==> src/rtl/mbox_hub.sv <==
module mbox_hub #(
  parameter int          NUM_BOX  = 6,
  parameter int          DEPTH    = 4,
  parameter int          NUM_USER = 4,
  parameter int          DW       = 32,
  parameter int          AW       = 9,
  parameter logic [31:0] REV_ID   = 32'h0000_0021
) (
  input  logic                clk,
  input  logic                rst_n,
  input  logic                bus_wr,
  input  logic                bus_rd,
  input  logic [AW-1:0]       bus_addr,
  input  logic [DW-1:0]       bus_wdata,
  output logic [DW-1:0]       bus_rdata,
  output logic [NUM_USER-1:0] irq
);
  localparam int PW = (DEPTH > 1) ? $clog2(DEPTH) : 1;
  localparam int CW = $clog2(DEPTH + 1);
  localparam int SW = 2 * NUM_BOX;
  localparam logic [CW-1:0] FULL_CNT = CW'(DEPTH);
  localparam logic [AW-1:0] REV_ADDR = AW'('h000);
  localparam logic [AW-1:0] CFG_ADDR = AW'('h010);
  localparam logic [AW-1:0] SYS_ADDR = AW'('h014);
  localparam logic [AW-1:0] MSG_BASE = AW'('h040);
  localparam logic [AW-1:0] FST_BASE = AW'('h080);
  localparam logic [AW-1:0] CNT_BASE = AW'('h0C0);
  localparam logic [AW-1:0] USR_BASE = AW'('h100);
  localparam logic [DW-1:0] CFG_MASK = DW'('h11);

  logic [DW-1:0] mem [NUM_BOX][DEPTH];
  logic [PW-1:0] wp [NUM_BOX];
  logic [PW-1:0] rp [NUM_BOX];
  logic [CW-1:0] cnt [NUM_BOX];
  logic [SW-1:0] stat [NUM_USER];
  logic [SW-1:0] en [NUM_USER];
  logic [DW-1:0] cfg;
  logic          rst_done;
  logic [NUM_BOX-1:0] push, pop, pop_full, box_wsel, box_rsel;
  logic [SW-1:0] evt;
  logic [DW-1:0] rd_val;

  for (genvar b = 0; b < NUM_BOX; b++) begin : g_box
    assign box_wsel[b] = bus_wr && (bus_addr == MSG_BASE + AW'(4 * b));
    assign box_rsel[b] = bus_rd && (bus_addr == MSG_BASE + AW'(4 * b));
    assign push[b]     = box_wsel[b] && (cnt[b] != FULL_CNT);
    assign pop[b]      = box_rsel[b] && (cnt[b] != '0);
    assign pop_full[b] = pop[b] && (cnt[b] == FULL_CNT);
    assign evt[2*b]    = push[b];
    assign evt[2*b+1]  = pop_full[b];

    always_ff @(posedge clk)
      if (push[b]) mem[b][wp[b]] <= bus_wdata;

    always_ff @(posedge clk) begin
      if (!rst_n) begin
        wp[b]  <= '0;
        rp[b]  <= '0;
        cnt[b] <= '0;
      end else begin
        if (push[b]) wp[b] <= (wp[b] == PW'(DEPTH - 1)) ? '0 : wp[b] + 1'b1;
        if (pop[b])  rp[b] <= (rp[b] == PW'(DEPTH - 1)) ? '0 : rp[b] + 1'b1;
        case ({push[b], pop[b]})
          2'b10:   cnt[b] <= cnt[b] + 1'b1;
          2'b01:   cnt[b] <= cnt[b] - 1'b1;
          default: cnt[b] <= cnt[b];
        endcase
      end
    end

    AST_COUNT_BOUND: assert property (@(posedge clk) disable iff (!rst_n)
      cnt[b] <= FULL_CNT);
    AST_FULL_DROP: assert property (@(posedge clk) disable iff (!rst_n)
      (box_wsel[b] && !bus_rd && cnt[b] == FULL_CNT) |=> (cnt[b] == FULL_CNT));
    AST_EMPTY_READ: assert property (@(posedge clk) disable iff (!rst_n)
      (box_rsel[b] && !bus_wr && cnt[b] == '0) |=> (bus_rdata == '0 && cnt[b] == '0));
    AST_NEWMSG_SET: assert property (@(posedge clk) disable iff (!rst_n)
      push[b] |=> stat[0][2*b]);
    AST_NOTFULL_SET: assert property (@(posedge clk) disable iff (!rst_n)
      (pop_full[b] && !bus_wr) |=> (stat[NUM_USER-1][2*b+1] && cnt[b] == FULL_CNT - 1'b1));
  end

  for (genvar u = 0; u < NUM_USER; u++) begin : g_user
    logic st_sel, en_sel;
    assign st_sel = bus_wr && (bus_addr == USR_BASE + AW'(8 * u));
    assign en_sel = bus_wr && (bus_addr == USR_BASE + AW'(8 * u + 4));

    always_ff @(posedge clk) begin
      if (!rst_n) begin
        stat[u] <= '0;
        en[u]   <= '0;
        irq[u]  <= 1'b0;
      end else begin
        stat[u] <= (stat[u] & ~(st_sel ? bus_wdata[SW-1:0] : '0)) | evt;
        if (en_sel) en[u] <= bus_wdata[SW-1:0];
        irq[u] <= |(stat[u] & en[u]);
      end
    end

    AST_IRQ_QUIET: assert property (@(posedge clk) disable iff (!rst_n)
      ((stat[u] & en[u]) == '0) |=> !irq[u]);
    AST_IRQ_RAISE: assert property (@(posedge clk) disable iff (!rst_n)
      ((stat[u] & en[u]) != '0) |=> irq[u]);
  end

  always_ff @(posedge clk) begin
    if (!rst_n) begin
      cfg      <= '0;
      rst_done <= 1'b0;
    end else begin
      rst_done <= 1'b1;
      if (bus_wr && bus_addr == CFG_ADDR) cfg <= bus_wdata & CFG_MASK;
    end
  end

  always_comb begin
    rd_val = '0;
    if (bus_addr == REV_ADDR) rd_val = REV_ID;
    if (bus_addr == SYS_ADDR) rd_val = DW'(rst_done);
    if (bus_addr == CFG_ADDR) rd_val = cfg;
    for (int b = 0; b < NUM_BOX; b++) begin
      if (bus_addr == MSG_BASE + AW'(4 * b) && cnt[b] != '0) rd_val = mem[b][rp[b]];
      if (bus_addr == FST_BASE + AW'(4 * b)) rd_val = DW'(cnt[b] == FULL_CNT);
      if (bus_addr == CNT_BASE + AW'(4 * b)) rd_val = DW'(cnt[b]);
    end
    for (int u = 0; u < NUM_USER; u++) begin
      if (bus_addr == USR_BASE + AW'(8 * u))     rd_val = DW'(stat[u]);
      if (bus_addr == USR_BASE + AW'(8 * u + 4)) rd_val = DW'(en[u]);
    end
  end

  always_ff @(posedge clk) begin
    if (!rst_n)      bus_rdata <= '0;
    else if (bus_rd) bus_rdata <= rd_val;
  end

  AST_CFG_MASKED: assert property (@(posedge clk) disable iff (!rst_n)
    (cfg & ~CFG_MASK) == '0);
endmodule

==> config.mk <==
export PLATFORM = sky130hd
export DESIGN_NAME = mbox_hub
export DESIGN_NICKNAME = d
export VERILOG_FILES = /design/src/rtl/mbox_hub.sv
export SDC_FILE = /design/constraint.sdc
export NUM_CORES = 1
export LEC_CHECK = 0
export BUFFER_PORTS_ARGS = -buffer_cell sky130_fd_sc_hd__buf_2
export CAP_MARGIN = 15
export CELL_PAD_IN_SITES_DETAIL_PLACEMENT = 0
export CELL_PAD_IN_SITES_GLOBAL_PLACEMENT = 1
export CORE_MARGIN = 5
export CORE_UTILIZATION = 49
export DETAILED_ROUTE_END_ITERATION = 10
export PLACE_DENSITY_LB_ADDON = 0.1
export SYNTH_ARGS = -nofsm -noshare
export SYNTH_HDL_FRONTEND = slang
export SYNTH_SLANG_ARGS = --single-unit
==> constraint.sdc <==
create_clock -name clk -period 3.5 [get_ports clk]
set_clock_uncertainty 0.2 [all_clocks]
set_input_delay 0.35 -clock clk [delete_from_list [all_inputs] [get_ports clk]]
set_output_delay 0.35 -clock clk [all_outputs]
set_load 0.03 [all_outputs]
# Word level (Yosys, flattened, before mapping)
# Memories as Yosys holds them, arrays and structs flattened.
# Index checks and enable logic that the tools add are counted.
# Widths: inputs -> output; s select.
[word_totals] inputBits=45 elab_cells=496 memories=6 regBits=39 ramBits=906
[mem_list] name="mem" words=6 width=128 rd=6 rd_ports_with_merged_regs=0 write_ports=1 line="31" source="logic [DW-1:0] mem [NUM_BOX][DEPTH];"
[mem_list] name="en" words=4 width=12 rd=4 rd_ports_with_merged_regs=0 write_ports=4 line="36" source="logic [SW-1:0] en [NUM_USER];"
[mem_list] name="stat" words=4 width=12 rd=4 rd_ports_with_merged_regs=0 write_ports=4 line="35" source="logic [SW-1:0] stat [NUM_USER];"
[mem_list] name="cnt" words=6 width=3 rd=6 rd_ports_with_merged_regs=0 write_ports=6 line="34" source="logic [CW-1:0] cnt [NUM_BOX];"
[mem_list] name="rp" words=6 width=2 rd=6 rd_ports_with_merged_regs=0 write_ports=6 line="33" source="logic [PW-1:0] rp [NUM_BOX];"
[mem_list] name="wp" words=6 width=2 rd=6 rd_ports_with_merged_regs=0 write_ports=6 line="32" source="logic [PW-1:0] wp [NUM_BOX];"
[op_classes] n_bitwise=66 eq_ne=64 add_sub_neg=24 order_cmp=18 n_reduce_logical=73 mux=238
[ops] cell="$mux 128" count=16
[ops] cell="$mux 32" count=46
[ops] cell="$reduce_or 128->1" count=5
[ops] cell="$bmux 32 s2" count=6
[ops] cell="$demux 32 s2" count=6
[ops] cell="$mux 12" count=12
[ops] cell="$eq 9x8->1 const B" count=12
[ops] cell="$mux 1" count=104
[ops] cell="$and 12x12->12" count=8
[ops] cell="$eq 9x9->1 const B" count=8
[ops] cell="$mux 3" count=23
[ops] cell="$eq 9x7->1 const B" count=6
[ops] cell="$logic_and 1x1->1" count=51
[ops] cell="$mux 2" count=24
[ops] cell="$not 12->12" count=4
[ops] cell="$or 12x12->12" count=4
[ops] cell="$reduce_or 12->1" count=4
[ops] cell="$or 1x1->1" count=38
[ops] cell="$eq 2x2->1 const B" count=18
[ops] cell="$ge 3x3->1 const B" count=12
[ops] cell="$not 2->3" count=12
[ops] cell="$add 2x1->2 const B" count=12
[ops] cell="$add 3x1->3 const B" count=6
[ops] cell="$eq 3x3->1 const B" count=6
[ops] cell="other kinds (9)" count=40

# Logic depth before layout (Yosys ltp)
# An unclocked memory read counts as a cell.
[logic_depth] depth_word=31 mapped_depth=15 depth_no_buf=11

# Worst setup path after synthesis
# Ideal clock, no wire load.
[synth_path] path_type="input to register" start="in bus_addr[1]" end="mem cnt[2][2] (netlist name), data pin" arrival_time_ps=2885 stages=15 setup_slack_ps=149 path_cell_list="buf_6 > nor4_1 > and4_1 > buf_2 > buf_4 > buf_2 > nand2_2 > inv_1 > ha_1 > nand2_1 > fa_1 > xor2_1 > nor3_1 > a21oi_1 > nor2_1"
[synth_lines] element="from (decl)" line="13" source="input logic [AW-1:0] bus_addr,"
[synth_lines] element="to (decl)" line="34"

==> summary.md <==
| Metric | Value |
|---|---|
| Outcome | `completed` |
| RR Endpoint | `cnt[0][5]$_DFFE_PP_` |
| CTS tree | `yes` |
| Ys async rst share | `0%` |
| Fin Hold WS | `0.0296 ns` |
| Fin crit share | `83.7%` |
| Worst R2R Setup Slack | `0.57 ns` |
| Diodes inserted | `0` |
| Critical-path top delay cell | `a211oi_1` |
| Pwr Density | `528 nW/um2` |
| DRT iter0 DRCs | `1951` |
| Initial Util | `49.4%` |
| CP peak stage delay | `0.68 ns` |
| Clock root buffer master | `clkbuf_16` |
| Maximum vdd drop | `0.000455 V` |
| NetSw | `4.94 mW` |
| RSZ-0062 raised after global routing | `no` |
| Pins Over Slew Limit | `0` |
| Endpoints failing setup | `0` |
| Fmax | `0.341 GHz` |
| Unique masters post-synth | `70` |
| Cell Area, Synth | `38300 um2` |
| Total global routing overflow | `0` |
| Global-route wire length before repair | `155 mm` |
| LEAKAGE | `14.4 nW` |
| DRT Pass-1 Iters | `5` |
| Sequential share of power | `53.1%` |
| Post-synth EDFFs | `858` |
| Via density per instance | `6.15` |
| Post-placement cell area | `40900 um2` |
| Pin count of the biggest net entering global routing | `53` |
| CTS clk-pin slew, worst paths | `0.06 ns` |
| Chip Width | `289 um` |
| Gr usage total | `25.6%` |
| Min Tclk post-route | `2.93 ns` |
| Main flop type after synthesis | `edfxtp_1` |
| Comb power frac | `3.3%` |
| PortBufs | `80` |
| Post-Syn Instances | `2200` |
| IO Pins | `81` |
| CTS Buf Count | `99` |
| Worst-margin pin slew | `1.06 ns` |
| Most common cell after layout, fill and taps aside | `edfxtp_1` |
| Hold Path Depth | `1` |
| Clock power share | `43.6%` |
| Crit. End Element | `register` |
| Fin nets | `2516` |
| Yosys warns | `0` |
| Required @ worst endpoint | `3.74 ns` |
| Area growth, synth to finish | `15.7%` |
| Storage cell area | `27500 um2` |
| Area of the multi-input gates | `10000 um2` |
| Register-to-Register Path Depth | `8` |
| Critical-path maximum fanout | `5` |
| Worst slew margin | `28.5%` |
| Crit path buf inv count | `2` |
| CP Class | `reg2reg` |
| Hold crit path type | `in2reg` |
| Crit start category | `register` |
| Worst skew pair latency | `0.68 ns` |
| Placer Congestion | `0.938` |
| Site row count | `102` |
| Most frequent cells in the layout | `858 x edfxtp_1, 192 x mux4_2, 163 x nand2_1` |
| Worst Hold End | `mem[3][95]$_DFFE_PP_` |
| Crit path max-delay family | `compound AO/OA/AOI/OAI gates` |
| Vias | `21746` |
| Clock Tree Buf Depth | `3` |
| Crit Reg-Reg Startpoint | `cnt[0][3]$_DFFE_PP_` |
| Post-route cell area | `44300 um2` |
| Sw frac | `21.1%` |
| Core area | `77500 um2` |
| Sequential area share after synthesis | `71.9%` |
| Critical path arrival | `3.17 ns` |
| #FFs+latches synth | `945` |
| Htree depth | `3` |
| Post-Syn Nets | `2303` |
| Layout cell share with drive strength beyond 1 | `23.9%` |
| Routed WL per cell | `29.9 um` |
| Die area | `83800 um2` |
| Post-DP HPWL | `68.0 mm` |
| ANT nets after route | `0` |
| Final Routed Wirelength | `106 mm` |
| HP Start | `bus_wdata[31]` |
| Fillers | `5947` |
| CTS Sinks | `945` |
| Vias in the first global route | `21986` |
| Die Ht | `289 um` |
| Drt drc | `0` |
| Final Hold Fails | `0` |
| Internal cell power | `18.5 mW` |
| Crit-path cells | `inv_1, ha_1, a211oi_1, inv_1, ha_1, nor2b_1, a221oi_1, a211oi_1` |
| Max cap viols | `0` |
| Post-Syn Area per Cell | `17.4 um2` |
| Setup TNS | `0 ns` |
| Antenna violations before repair | `1` |
## per-stage QoR
step | worst slack (ns) | utilization [%] | std cells | power [mW]
after floorplan | 0.149 | - | 2200 | 13.0
after global placement | 0.186 | 52.8 | 3330 | 13.4
after detailed placement | 0.0803 | 52.8 | 3330 | 13.4
after CTS | 0.566 | 57.2 | 3537 | 23.6
after global routing | 0.315 | 57.2 | 3537 | 24.2
final | 0.569 | 57.2 | 3537 | 23.4
## worst register-to-register path, stage by stage (launching register included)
cell and delay (ns):
edfxtp_1 0.39, inv_1 0.11, ha_1 0.28, a211oi_1 0.68, inv_1 0.19, ha_1 0.28, nor2b_1 0.22, a221oi_1 0.11
a211oi_1 0.29
## how the worst max path moves through the flow
stage | endpoint | depth (start not counted) | start | slack (ns)
3_5_place_dp | cnt[0][4]$_DFFE_PP_ | 8 | bus_addr[8] | 0.08
4_1_cts | bus_rdata[14]$_SDFFE_PN0P_ | 5 | rp[1][0]$_SDFFCE_PP0P_ | 0.57
5_1_grt | cnt[0][5]$_DFFE_PP_ | 8 | cnt[0][3]$_DFFE_PP_ | 0.32
3_3_place_gp | cnt[0][4]$_DFFE_PP_ | 8 | bus_addr[8] | 0.19
6_report | cnt[0][5]$_DFFE_PP_ | 8 | cnt[0][3]$_DFFE_PP_ | 0.57
2_1_floorplan | cnt[2][2]$_SDFFCE_PP0P_ | 15 | bus_addr[1] | 0.15
## layer usage
layer	global-route usage, %	part of all wire, %	routed length, um	up-vias
li1	-	-	-	9291
met1	35.0	41	43900	11535
met2	43.7	50	53400	765
met3	3.60	5.3	5660	155
met4	6.70	2.8	3010	0
met5	0	0	0	-
## cell usage after synthesis, drive strengths merged, types with 5 or more instances
library cell	count	area, um2
a211oi	7	52.6
a21oi	102	510
a221oi	27	236
a22o	21	184
a22oi	78	586
a31o	20	175
a31oi	13	81.3
a32oi	8	70.1
and2	75	469
and4	5	43.8
and4b	5	50.1
buf	57	322
clkbuf	68	255
dfxtp	87	1740
edfxtp	858	25800
ha	57	713
inv	48	180
mux2i	10	100
mux4	192	4320
nand2	164	618
nand3	21	105
nand4	13	81.3
nor2	86	323
nor2b	12	75.1
nor3	23	120
nor4	22	168
nor4b	12	124
o21ai	39	195
o22ai	12	75.1
xor2	5	43.8
## power groups by stage
stage | Sequential (mW) | Combinational, mW | Clock, mW
after floorplan | 12.6 | 0.363 | 0
after detailed placement | 12.7 | 0.755 | 0
final | 12.4 | 0.769 | 10.2
after CTS | 12.4 | 0.776 | 10.4
after global routing | 12.4 | 0.824 | 10.9
after global placement | 12.7 | 0.741 | 0
## logic make-up after synthesis
| logic type | share of synthesized area [%] |
|---|---|
| DFF | 71.9 |
| and+or+nand+nor | 6.19 |
| AOI/OAI and AO/OA | 6.36 |
| muxes | 11.6 |
| buffers and inverters | 1.98 |
| adders and majority gates | 1.92 |
| xor gates and xnor gates | 0.114 |
## registers in the layout (all words and copies together), names as in the netlist
register	flops
stat	48
mem	768
rp	12
irq	4
rst_done	1
wp	12
en	48
bus_rdata	32
cnt	18
cfg	2
## layout make-up
cell class / count / share of cell area, %
flip-flops and latches: 945 / 62.1
clock buffers: 146 / 6.20
multi-input cells: 1082 / 22.7
repair buffers: 237 / 4.65
well taps: 1040 / 2.94
clock inverters: 39 / 1.00
inverters: 48 / 0.413
## repair_timing
action | in CTS | in global routing
hold buffers | 22 | 0
gates resized for setup | 0 | 0
setup buffers | 0 | 0
hold endpoints to repair | 470 | 0
Note: power is estimated with default switching activity, not from simulation.
